### config.mk
export PLATFORM = sky130hd
export DESIGN_NAME = oob_burst_detector
export DESIGN_NICKNAME = d
export VERILOG_FILES = /design/src/rtl/oob_pkg.sv /design/src/rtl/oob_run_meter.sv /design/src/rtl/oob_train_check.sv /design/src/rtl/oob_burst_detector.sv
export SDC_FILE = /design/constraint.sdc
export NUM_CORES = 1
export LEC_CHECK = 0
export CORE_ASPECT_RATIO = 1.1
export CORE_MARGIN = 4
export CORE_UTILIZATION = 29
export DETAILED_ROUTE_END_ITERATION = 10
export DONT_BUFFER_PORTS = 1
export GPL_TIMING_DRIVEN = 0
export SYNTH_ARGS = -nofsm -noshare
export SYNTH_HDL_FRONTEND = slang
export SYNTH_SLANG_ARGS = --single-unit
### constraint.sdc
create_clock -name clk -period 2.3 [get_ports clk]
set_input_delay 0.115 -clock clk [delete_from_list [all_inputs] [get_ports clk]]
set_output_delay 0.115 -clock clk [all_outputs]
set_load 0.02 [all_outputs]
### src/rtl/oob_pkg.sv
package oob_pkg;

  // Event bundle passed from the run meter to the train checker
  typedef struct packed {
    logic burst;      // a qualified burst ended this cycle
    logic gap_short;  // idle length before that burst under the window
    logic gap_over;   // idle length beyond the window maximum
    logic quiet;      // idle length beyond the quiet limit
  } oob_evt_t;

  // Round a nanosecond limit up to whole clock cycles
  function automatic int ns_to_cyc(input int ns, input int mhz);
    return (ns * mhz + 999) / 1000;
  endfunction

endpackage

### src/rtl/oob_run_meter.sv
module oob_run_meter
  import oob_pkg::*;
#(
  parameter int BURST_MIN_CYC = 6,
  parameter int GAP_MIN_CYC   = 27,
  parameter int GAP_MAX_CYC   = 79,
  parameter int QUIET_CYC     = 79
) (
  input  logic     clk,
  input  logic     rst,
  input  logic     act,
  output oob_evt_t evt
);

  localparam int LIM = ((GAP_MAX_CYC > QUIET_CYC) ? GAP_MAX_CYC : QUIET_CYC) + 1;
  localparam int CW  = $clog2(LIM + 1);
  localparam int HW  = $clog2(BURST_MIN_CYC + 1);
  localparam logic [CW-1:0] LIM_V   = CW'(LIM);
  localparam logic [CW-1:0] GMIN_V  = CW'(GAP_MIN_CYC);
  localparam logic [CW-1:0] GMAX_V  = CW'(GAP_MAX_CYC);
  localparam logic [CW-1:0] QUIET_V = CW'(QUIET_CYC);
  localparam logic [HW-1:0] BMIN_V  = HW'(BURST_MIN_CYC);

  logic [HW-1:0] hi_cnt;
  logic [CW-1:0] gap_cnt;
  logic          run_end, run_long;

  assign run_end  = !act && (hi_cnt != '0);
  assign run_long = (hi_cnt == BMIN_V);

  always_ff @(posedge clk) begin
    if (rst) begin
      hi_cnt  <= '0;
      gap_cnt <= LIM_V;
    end else begin
      if (act) begin
        if (hi_cnt != BMIN_V) hi_cnt <= hi_cnt + 1'b1;
      end else begin
        hi_cnt <= '0;
      end
      if (run_end && run_long)
        gap_cnt <= CW'(1);
      else if (!act && gap_cnt != LIM_V)
        gap_cnt <= gap_cnt + 1'b1;
    end
  end

  always_comb begin
    evt.burst     = run_end && run_long;
    evt.gap_short = gap_cnt < GMIN_V;
    evt.gap_over  = gap_cnt > GMAX_V;
    evt.quiet     = gap_cnt > QUIET_V;
  end

  // idle counter never runs past its saturation value
  a_r6_gap_bounded: assert property (@(posedge clk) disable iff (rst)
    gap_cnt <= LIM_V);

  // a qualified burst end is always preceded by line activity
  a_r7_burst_after_high: assert property (@(posedge clk) disable iff (rst)
    evt.burst |-> $past(act));

endmodule

### src/rtl/oob_train_check.sv
module oob_train_check
  import oob_pkg::*;
#(
  parameter int NEED = 4
) (
  input  logic     clk,
  input  logic     rst,
  input  oob_evt_t evt,
  output logic     det,
  output logic     present,
  output logic     neg
);

  localparam int NW = $clog2(NEED + 1);
  localparam logic [NW-1:0] NEED_V = NW'(NEED);
  localparam logic [NW-1:0] LAST_V = NW'(NEED - 1);

  logic [NW-1:0] cnt;

  always_ff @(posedge clk) begin
    if (rst) begin
      cnt     <= '0;
      det     <= 1'b0;
      present <= 1'b0;
      neg     <= 1'b0;
    end else begin
      det <= 1'b0;
      neg <= 1'b0;
      if (evt.burst) begin
        if (cnt == '0 || evt.gap_short || evt.gap_over) begin
          cnt <= NW'(1);
        end else if (cnt != NEED_V) begin
          cnt <= cnt + 1'b1;
          if (cnt == LAST_V) begin
            det     <= 1'b1;
            present <= 1'b1;
          end
        end
      end else if (evt.gap_over && cnt != '0) begin
        cnt <= '0;
      end
      if (present && evt.quiet && !evt.burst) begin
        present <= 1'b0;
        neg     <= 1'b1;
      end
    end
  end

  // detect is a single-cycle pulse
  a_r2_detect_one_cycle: assert property (@(posedge clk) disable iff (rst)
    det |=> !det);

  // the level only rises together with a detect pulse
  a_r8_level_rises_with_detect: assert property (@(posedge clk) disable iff (rst)
    $rose(present) |-> det);

  // negation pulse coincides with the level falling
  a_r9_negate_drops_level: assert property (@(posedge clk) disable iff (rst)
    neg |-> (!present && $past(present)));

  // detection and negation never coincide
  a_r9_no_overlap: assert property (@(posedge clk) disable iff (rst)
    !(det && neg));

endmodule

### src/rtl/oob_burst_detector.sv
module oob_burst_detector
  import oob_pkg::*;
#(
  parameter int CLK_MHZ      = 150,
  parameter int BURST_MIN_NS = 40,
  parameter int GAP_MIN_NS   = 175,
  parameter int GAP_MAX_NS   = 525,
  parameter int QUIET_NS     = 525,
  parameter int BURSTS       = 4
) (
  input  logic clk,
  input  logic rst,
  input  logic line_active,
  output logic oob_detect,
  output logic oob_present,
  output logic oob_negate
);

  localparam int BMIN_C  = ns_to_cyc(BURST_MIN_NS, CLK_MHZ);
  localparam int GMIN_C  = ns_to_cyc(GAP_MIN_NS, CLK_MHZ);
  localparam int GMAX_C  = ns_to_cyc(GAP_MAX_NS, CLK_MHZ);
  localparam int QUIET_C = ns_to_cyc(QUIET_NS, CLK_MHZ);

  logic     act_q;
  oob_evt_t evt;

  always_ff @(posedge clk) begin
    if (rst) act_q <= 1'b0;
    else     act_q <= line_active;
  end

  oob_run_meter #(
    .BURST_MIN_CYC(BMIN_C),
    .GAP_MIN_CYC  (GMIN_C),
    .GAP_MAX_CYC  (GMAX_C),
    .QUIET_CYC    (QUIET_C)
  ) u_meter (
    .clk(clk),
    .rst(rst),
    .act(act_q),
    .evt(evt)
  );

  oob_train_check #(
    .NEED(BURSTS)
  ) u_check (
    .clk    (clk),
    .rst    (rst),
    .evt    (evt),
    .det    (oob_detect),
    .present(oob_present),
    .neg    (oob_negate)
  );

  // outputs quiet in the cycle after reset
  a_r1_reset_quiet: assert property (@(posedge clk)
    $past(rst) |-> (!oob_detect && !oob_present && !oob_negate));

endmodule

* After elaboration in Yosys (flattened, before gate mapping)
Index checks and enable logic that the tools add are counted.
Storage, ports and cells: register bits after elaboration 17, output and inout port bits 3, word-level logic and storage cells 52
Operators by class: add/subtract/negate cells 3, order comparisons 2, equality and inequality tests 6, muxes and demuxes 8, bitwise logic cells 4, reduce and logical (&&, ||, !) cells 21
Operators with widths (number):
- $mux W7 | 2
- $mux W3 | 4
- $ne A3 B3 Y1 const B | 3
- $add A7 B1 Y7 const B | 1
- $gt A7 B7 Y1 const B | 1
- $lt A7 B5 Y1 const B | 1
- $ne A7 B7 Y1 const B | 1
- $add A3 B1 Y3 const B | 2
- $logic_and A1 B1 Y1 | 6
- $reduce_bool A3 Y1 | 2
- $reduce_or A2 Y1 | 3
- $not A1 Y1 | 4
- $reduce_and A4 Y1 | 1
- $reduce_bool A2 Y1 | 2
- $reduce_or A4 Y1 | 1
- $eq A3 B2 Y1 const B | 1
- $eq A3 B3 Y1 const B | 1
- $logic_not A3 Y1 | 1
- $logic_not A1 Y1 | 2
- $logic_or A1 B1 Y1 | 2
- $mux W1 | 2
- $reduce_and A2 Y1 | 1

* Longest topological paths before layout
Gate-level depths: netlist (run 1).
depth after elaboration 6, gate-level depth with buffers 7, gate-level depth less buffers 7

* By module
From an unflattened synthesis (run 1), not the netlist that was laid out.
Second synthesis, totals: cell total of the unflattened synthesis 106, area, all modules 1023.5 um^2
Modules (own cells, without submodules):
- oob_run_meter | instances 1, cells each 69, area each 620.6 um^2
- oob_train_check | instances 1, cells each 35, area each 369.1 um^2
- oob_burst_detector | instances 1, cells each 2, area each 33.8 um^2

* Least setup slack after synthesis (run 1)
No wires, ideal clock.
kind reg-to-reg, start reg u_meter.gap_cnt[0], end reg u_check.cnt[0], setup time 71 ps, data arrival time 1560 ps, data required time 2229 ps, path slack 670 ps, stages on the path, launching flop included 7, path buffers 0, period minus slack after synthesis 1630 ps, cell sequence dfxtp_1 -> ha_1 -> nand4b_1 -> o21ai_2 -> o22ai_1 -> or3_1 -> a21oi_1
On the way: cells in the longest elaborated chain, start to end 5
RTL lines:
- from (decl) | RTL line oob_run_meter.sv:25 | logic [CW-1:0] gap_cnt;
- from (signal assigned) | RTL line oob_run_meter.sv:44 | gap_cnt <= gap_cnt + 1'b1;
- $lt A7 B5 Y1 | RTL line oob_run_meter.sv:50 | evt.gap_short = gap_cnt < GMIN_V;
- $logic_or A1 B1 Y1 (2 in series) | RTL line oob_train_check.sv:30 | if (cnt == '0 || evt.gap_short || evt.gap_over) begin
- $ne A3 B3 Y1 (no line) or $mux W3 (tied branches)
- $reduce_and A2 Y1 (no line) or $mux W3 (tied branches)
- to (signal assigned) | RTL line oob_train_check.sv:33 | cnt <= cnt + 1'b1;
- to (decl) | RTL line oob_train_check.sv:18 | logic [NW-1:0] cnt;
Parallel ways exist; a longest one is shown, timed or not. A chain may end at the register's enable or synchronous reset.

* Worst setup path in the final report (run 1)
Same ends and word-level chain as after synthesis.

==> impl_metrics.tcl, run 1 <==
set metrics [dict create \
    cts_setup_buffers 0 \
    fin_crit_ns 1.82 \
    cp-start-kind "flip-flop" \
    mappedNetlistArea_um2 1000 \
    synth.distinct_cells 42 \
    core_area_um2 3330 \
    status "finished, final reports clean" \
    nNetsFinal 127 \
    rsz0062_at_grt "false" \
    dr.pass1.iters 4 \
    ant_nets 0 \
    crit_chain "ha_1, nand4b_1, o21ai_2, o22ai_1, or3_1, a21oi_1" \
    cp_top_family "simple AND/OR/NAND/NOR gates" \
    ir_drop_v 0.000174 \
    powerDensity_nw_per_um2 425 \
    area_growth_pct 9.71 \
    dpl.hpwl_um 1380 \
    dieArea_um2 4470 \
    hold_slack_ns 0.0228 \
    die_h_um 69.7 \
    drive_gt1_share_pct 14.8 \
    grt_usage_pct 8.78 \
    hold_violations 0 \
    hold_path_end "u_meter.hi_cnt[1]" \
    cp_max_fo 6 \
    start_util_pct 30.2 \
    synth.avg_cell_area_um2 9.13 \
    hold_depth 2 \
    overflow 0 \
    die_w_um 64.1 \
    timing.final.crit_share_pct 79.0 \
    leakage_nw 0.385 \
    slew_headroom_pct 67.5 \
    setup_tns_ns 0 \
    critPathMaxStageDelay_ns 0.38 \
    drt_wl_total_um 1820 \
    rr_endpoint "u_check.cnt[0]" \
    cts_buffer_depth 2 \
    grt_pass1_wl_um 3190 \
    cp.arrival_ns 2.04 \
    clock_sinks 17 \
    yosys_warnings 0 \
    route.detailed.drc 0 \
    mostFrequentLayoutCells "dfxtp_1, nor2_1, inv_1, ha_1, nand2_1" \
    synth_ff_type "dfxtp_1" \
    grt_pass1_vias 767 \
    setup_viol 0 \
    synth_edf_count 0 \
    mostFrequentLayoutCell "dfxtp_1" \
    clk_latency_ns 0.29 \
    antenna_found_initial 0 \
    crit_path_end_kind "flip-flop" \
    r2r-start "u_meter.gap_cnt[0]" \
    num_io_pins 6 \
    grt_start_max_net_pins 11 \
    wl_per_cell_um 11.1 \
    critical_path_class "flip-flop to flip-flop" \
    htree_levels 1 \
    clkTransAtPathRegs_ns 0.10 \
    fmax_ghz 0.551 \
    worst_slew_pin_slew_ns 0.487 \
    syn_inst 110 \
    antenna_cells 0 \
    viasPerCell 4.72 \
    io_buffers 0 \
    hp-start "rst" \
    r2r_slack_ns 0.48 \
    first_iter_violations 13 \
    totalPowerFinal_uw 468 \
    syn_nets 121 \
    ys_seq_elements 17 \
    reg2reg_depth 6 \
    fp-row-count 22 \
    ys_seq_area_share_pct 33.9 \
    worstPathRequired_ns 2.52 \
    cts-root-buf "clkbuf_4" \
    synthArstFlopShare_pct 0 \
    gp_congestion 0.797 \
    hold_path.class "input port to flip-flop" \
    cts_tree "built" \
    skew_ns 0.00223 \
    vias 770 \
    crit_slowest_cell "dfxtp_1" \
    cts_buffers 3 \
    report.final.slew_viol_count 0 \
    cap_violations 0 \
    path_buf_inv 0 \
]
==> worst max-delay path by stage <==
stage / startpoint / end / slack (ns) / cells past startpoint
floorplan: u_meter.gap_cnt[0] / u_check.cnt[0] / 0.67 / 6
global placement: u_meter.gap_cnt[0] / u_check.cnt[0] / 0.51 / 6
detailed placement: u_meter.gap_cnt[0] / u_check.cnt[0] / 0.48 / 6
CTS: u_meter.gap_cnt[0] / u_check.cnt[0] / 0.46 / 6
global route: u_meter.gap_cnt[0] / u_check.cnt[0] / 0.28 / 6
finish: u_meter.gap_cnt[0] / u_check.cnt[0] / 0.48 / 6
==> layout make-up <==
cell class                      count  area [um^2]
Fill cell                         351         2230
Multi-Input combinational cell     81          608
Sequential cell                    17          340
Tap cell                           48         60.1
Inverter                            9         33.8
Clock buffer                        3         22.5
Buffer                              3         22.5
Timing Repair Buffer                1         10.0
Clock inverter                      1         5.00
==> worst reg2reg max path, delay by kind of cell (launching register included) <==
| family | cells | cell delay [ns] |
|---|---|---|
| adders and majority gates | 1 | 0.29 |
| DFF | 1 | 0.38 |
| AOI/OAI and AO/OA | 3 | 0.51 |
| and+or+nand+nor | 2 | 0.56 |
==> cells in the mapped netlist, types with 2 or more instances <==
master / instances / area (um^2)
o21ai_0: 3 / 15.0
a21oi_1: 5 / 25.0
dfxtp_1: 17 / 340
ha_1: 8 / 100
nand2_2: 2 / 12.5
inv_1: 9 / 33.8
nor2_1: 12 / 45.0
nand3_1: 3 / 15.0
a31oi_1: 3 / 18.8
xnor2_1: 5 / 43.8
nor2b_1: 2 / 12.5
nand2b_1: 2 / 12.5
a21o_1: 2 / 15.0
nand2_1: 7 / 26.3
xor2_1: 2 / 17.5
nand3b_1: 2 / 15.0
==> power breakdown <==
group	total [mW]	internal, mW	switching, mW
Clock	0.158	0.0646	0.0929
Sequential	0.299	0.296	0.00272
Combinational	0.0116	0.00499	0.00664
Total	0.468	0.366	0.102
==> flip-flops by register name, indices dropped and copies added, names as in the netlist <==
signal,flops
act_q,1
u_check.det,1
u_check.present,1
u_check.cnt,3
u_meter.gap_cnt,7
u_check.neg,1
u_meter.hi_cnt,3
==> per-stage QoR <==
| stage | worst slack, ns | instance area [um^2] | util [%] | cells |
|---|---|---|---|---|
| final | 0.484 | 1100 | 33.1 | 163 |
| after global routing | 0.281 | 1100 | 33.1 | 163 |
| after CTS | 0.460 | 1100 | 33.1 | 163 |
| after detailed placement | 0.480 | 1060 | 32.0 | 158 |
| after global placement | 0.505 | 1060 | 32.0 | 158 |
| after floorplan | 0.670 | 1000 | - | 110 |
==> routing by layer <==
layer | track usage (%) | part of all wire (%) | vias up
met3 | 2.11 | 2.8 | 2
met1 | 10.1 | 47 | 363
li1 | - | - | 396
met2 | 15.0 | 49 | 9
met5 | 0 | 0 | -
met4 | 4.23 | 0.83 | 0
==> timing repair <==
item	CTS	global route
hold buffers	1	0
gates resized for setup	0	0
hold endpoints to repair	1	0
==> cell families after synthesis <==
kind of cell | after synthesis | synth area share, %
flip-flops | 17 | 33.9
buffers and inverters | 12 | 5.60
AND/OR/NAND/NOR | 40 | 21.2
adder cells (fa/ha/maj) | 8 | 9.96
XOR/XNOR | 7 | 6.10
AO/OA/AOI/OAI | 26 | 23.3
Power figures use the tool's default switching activity.
==> run 2: changes to the inputs <==
Settings changed: ABC_AREA from default to 1.
Clock period 2.3 ns to 1.7 ns, I/O delays scaled along.
==> run 2 against run 1 <==
Effect of this change: routed wire length is 9.0% lower; register-to-register slack worse by 0.28 ns; clock power up 35%; utilization up 0.56 points; non-clock buffer count decreased by 2; first-iteration DRC count rose by 23%; synthesized cell count increased by 22%; largest cell class unchanged; highest routed layer unchanged.
==> impl_metrics.tcl, run 2 <==
set metrics [dict create \
    status "finished, final reports clean" \
    report.final.slew_viol_count 0 \
    synthAdderAreaFrac_pct 10.3 \
    antenna_cells 0 \
    synth-xor-area-share_pct 1.80 \
    ys_seq_area_share_pct 35.0 \
    synth_area_leaders "dfxtp_1, ha_1, inv_1, nand2_1, nor2_1" \
    clock_sinks 17 \
    die_h_um 68.8 \
    placed_area_um2 1020 \
    setup_tns_ns 0 \
    synth_edf_count 0 \
    ctsHoldBuffers 1 \
    synthArstFlopShare_pct 0 \
    grt_pass1_wl_um 3030 \
    cts_tree "built" \
    ys_seq_elements 17 \
    totalPowerFinal_mw 1.11 \
    power_frac_comb_pct 36.2 \
    design_area_um2 1050 \
    grt_usage_pct 8.61 \
    setup_viol 0 \
    drive_gt1_share_pct 13.7 \
    synth.distinct_cells 23 \
    nNetsFinal 151 \
    grt_pass1_vias 747 \
    fp-row-count 21 \
    power_frac_seq_pct 44.6 \
    clk_latency_ns 0.29 \
    synth_ff_type "dfxtp_1" \
    vias 808 \
    ant_nets 0 \
    synth_most_common_cell "inv_1" \
    mostFrequentLayoutCell "inv_1" \
    yosys_warnings 0 \
    top_usage_layer "met2" \
    synth_top_family_by_area "simple AND/OR/NAND/NOR gates" \
    mostFrequentLayoutCells "inv_1, nand2_1, dfxtp_1, nor2_1, nand3_1" \
    overflow 0 \
    p_int_uw 678 \
    worst_slew_pin_slew_ns 0.285 \
    fmax_ghz 0.669 \
    cts_setup_buffers 0 \
    synth_mux_area_share_pct 0 \
    slew_headroom_pct 80.9 \
    viasPerCell 4.67 \
    grt_start_max_net_pins 10 \
    grt.met1_usage_pct 10.4 \
    num_io_pins 6 \
    cts_buffers 3 \
    dpl.hpwl_um 1310 \
    synth_commonest_cells "inv_1, nand2_1, dfxtp_1" \
    synth_top_area_share_pct 35.0 \
    syn_nets 145 \
    cts-root-buf "clkbuf_4" \
    postCtsResizedCells 0 \
    antenna_found_initial 0 \
    met3_usage_pct 1.46 \
    rsz0062_at_grt "false" \
    gp_congestion 0.895 \
    core_area_um2 3130 \
    dr.pass1.iters 4 \
    hold_depth 2 \
    timing.final.crit_share_pct 87.9 \
    start_util_pct 31.1 \
    cp-start-kind "flip-flop" \
    cp.arrival_ns 1.69 \
    critical_path_class "flip-flop to flip-flop" \
    ir_drop_v 0.000377 \
    mappedNetlistArea_um2 973 \
    skew_ns 0.00376 \
    fill_cells 323 \
    largest_reg_flops 7 \
    largest-register "u_meter.gap_cnt" \
    area_growth_pct 8.10 \
    syn_inst 134 \
    die_w_um 63.2 \
    hold_violations 0 \
    powerDensity_nw_per_um2 1060 \
    dieArea_um2 4350 \
    cp_max_fo 5 \
    synth_compound_gate_area_share_pct 8.87 \
    switchingPower_uw 435 \
    leakage_nw 0.492 \
    clkPwrFrac_pct 19.2 \
    drt_wl_total_um 1650 \
    largestRegisters "u_meter.gap_cnt: 7 flops, u_check.cnt: 3 flops, u_meter.hi_cnt: 3 flops" \
    fin_crit_ns 1.49 \
    dp.cells 168 \
    reg2reg_depth 10 \
    cap_violations 0 \
    wl_per_cell_um 9.55 \
    htree_levels 1 \
    cts_buffer_depth 2 \
    worstPathRequired_ns 1.90 \
    synth-simple-area-share_pct 33.3 \
    crit_path_end_kind "flip-flop" \
    yosys.area.top_type "dfxtp_1" \
    route.detailed.drc 0 \
    clkTransAtPathRegs_ns 0.10 \
    io_buffers 0 \
    final_util_pct 33.7 \
    synth.avg_cell_area_um2 7.26 \
    stdcell_count 173 \
    first_iter_violations 16 \
    use_met2_pct 15.9 \
    swShare_pct 39.1 \
    hold_path.class "input port to flip-flop" \
]
run 2: final cells by class:
cell class                 instances  area [um^2]  share of cell area (%)
buffer                             1         7.51                   0.713
clock buffer                       4         26.3                    2.50
inverter                          26         97.6                    9.27
multi-input combinational         90          528                    50.2
sequential                        17          340                    32.3
tap                               34         42.5                    4.04
timing repair buffer               1         10.0                   0.951
run 2: power groups by stage:
stage / sequential [mW] / combinational [mW] / clock, mW
5_1_grt: 0.506 / 0.475 / 0.245
3_3_place_gp: 0.506 / 0.400 / 0
2_1_floorplan: 0.497 / 0.336 / 0
6_report: 0.497 / 0.403 / 0.214
3_5_place_dp: 0.507 / 0.403 / 0
4_1_cts: 0.498 / 0.406 / 0.233
run 2: metrics by stage:
step,worst slack [ns],hold WS [ns]
floorplan,0.390,0.192
global placement,0.239,0.194
detailed placement,0.216,0.198
CTS,0.204,0.00264
global route,0.0155,0.0160
finish,0.206,0.0171
run 2: cells by family (layout without fill, tap and decap cells):
logic type,after synthesis,after routing
and+or+nand+nor,65,65
buffers and inverters,27,32
DFF,17,17
AOI/OAI and AO/OA,15,15
adders and majority gates,8,8
xor gates and xnor gates,2,2
run 2: path summary, 6_finish.rpt:
check,start,to,slack (ns)
min,rst,u_check.neg,0.02
max,u_meter.gap_cnt[0],u_check.cnt[0],0.21
min reg2reg,u_meter.hi_cnt[0],u_meter.hi_cnt[0],0.49
max reg2reg,u_meter.gap_cnt[0],u_check.cnt[0],0.21
run 2: critical path, stage by stage (launching register included):
cell     delay (ns)
dfxtp_1        0.36
ha_1           0.24
nand3_1        0.12
nand2_1        0.09
nand2_1        0.06
nand2_2        0.11
nand2_1        0.08
o21ai_0        0.17
nand2_1        0.08
inv_1          0.06
nor2_2         0.03
run 2: per-layer routing:
| layer | up-vias | share of wire, % |
|---|---|---|
| met2 | 8 | 48 |
| met3 | 2 | 2.1 |
| li1 | 431 | - |
| met4 | 0 | 1.0 |
| met5 | - | 0 |
| met1 | 367 | 49 |
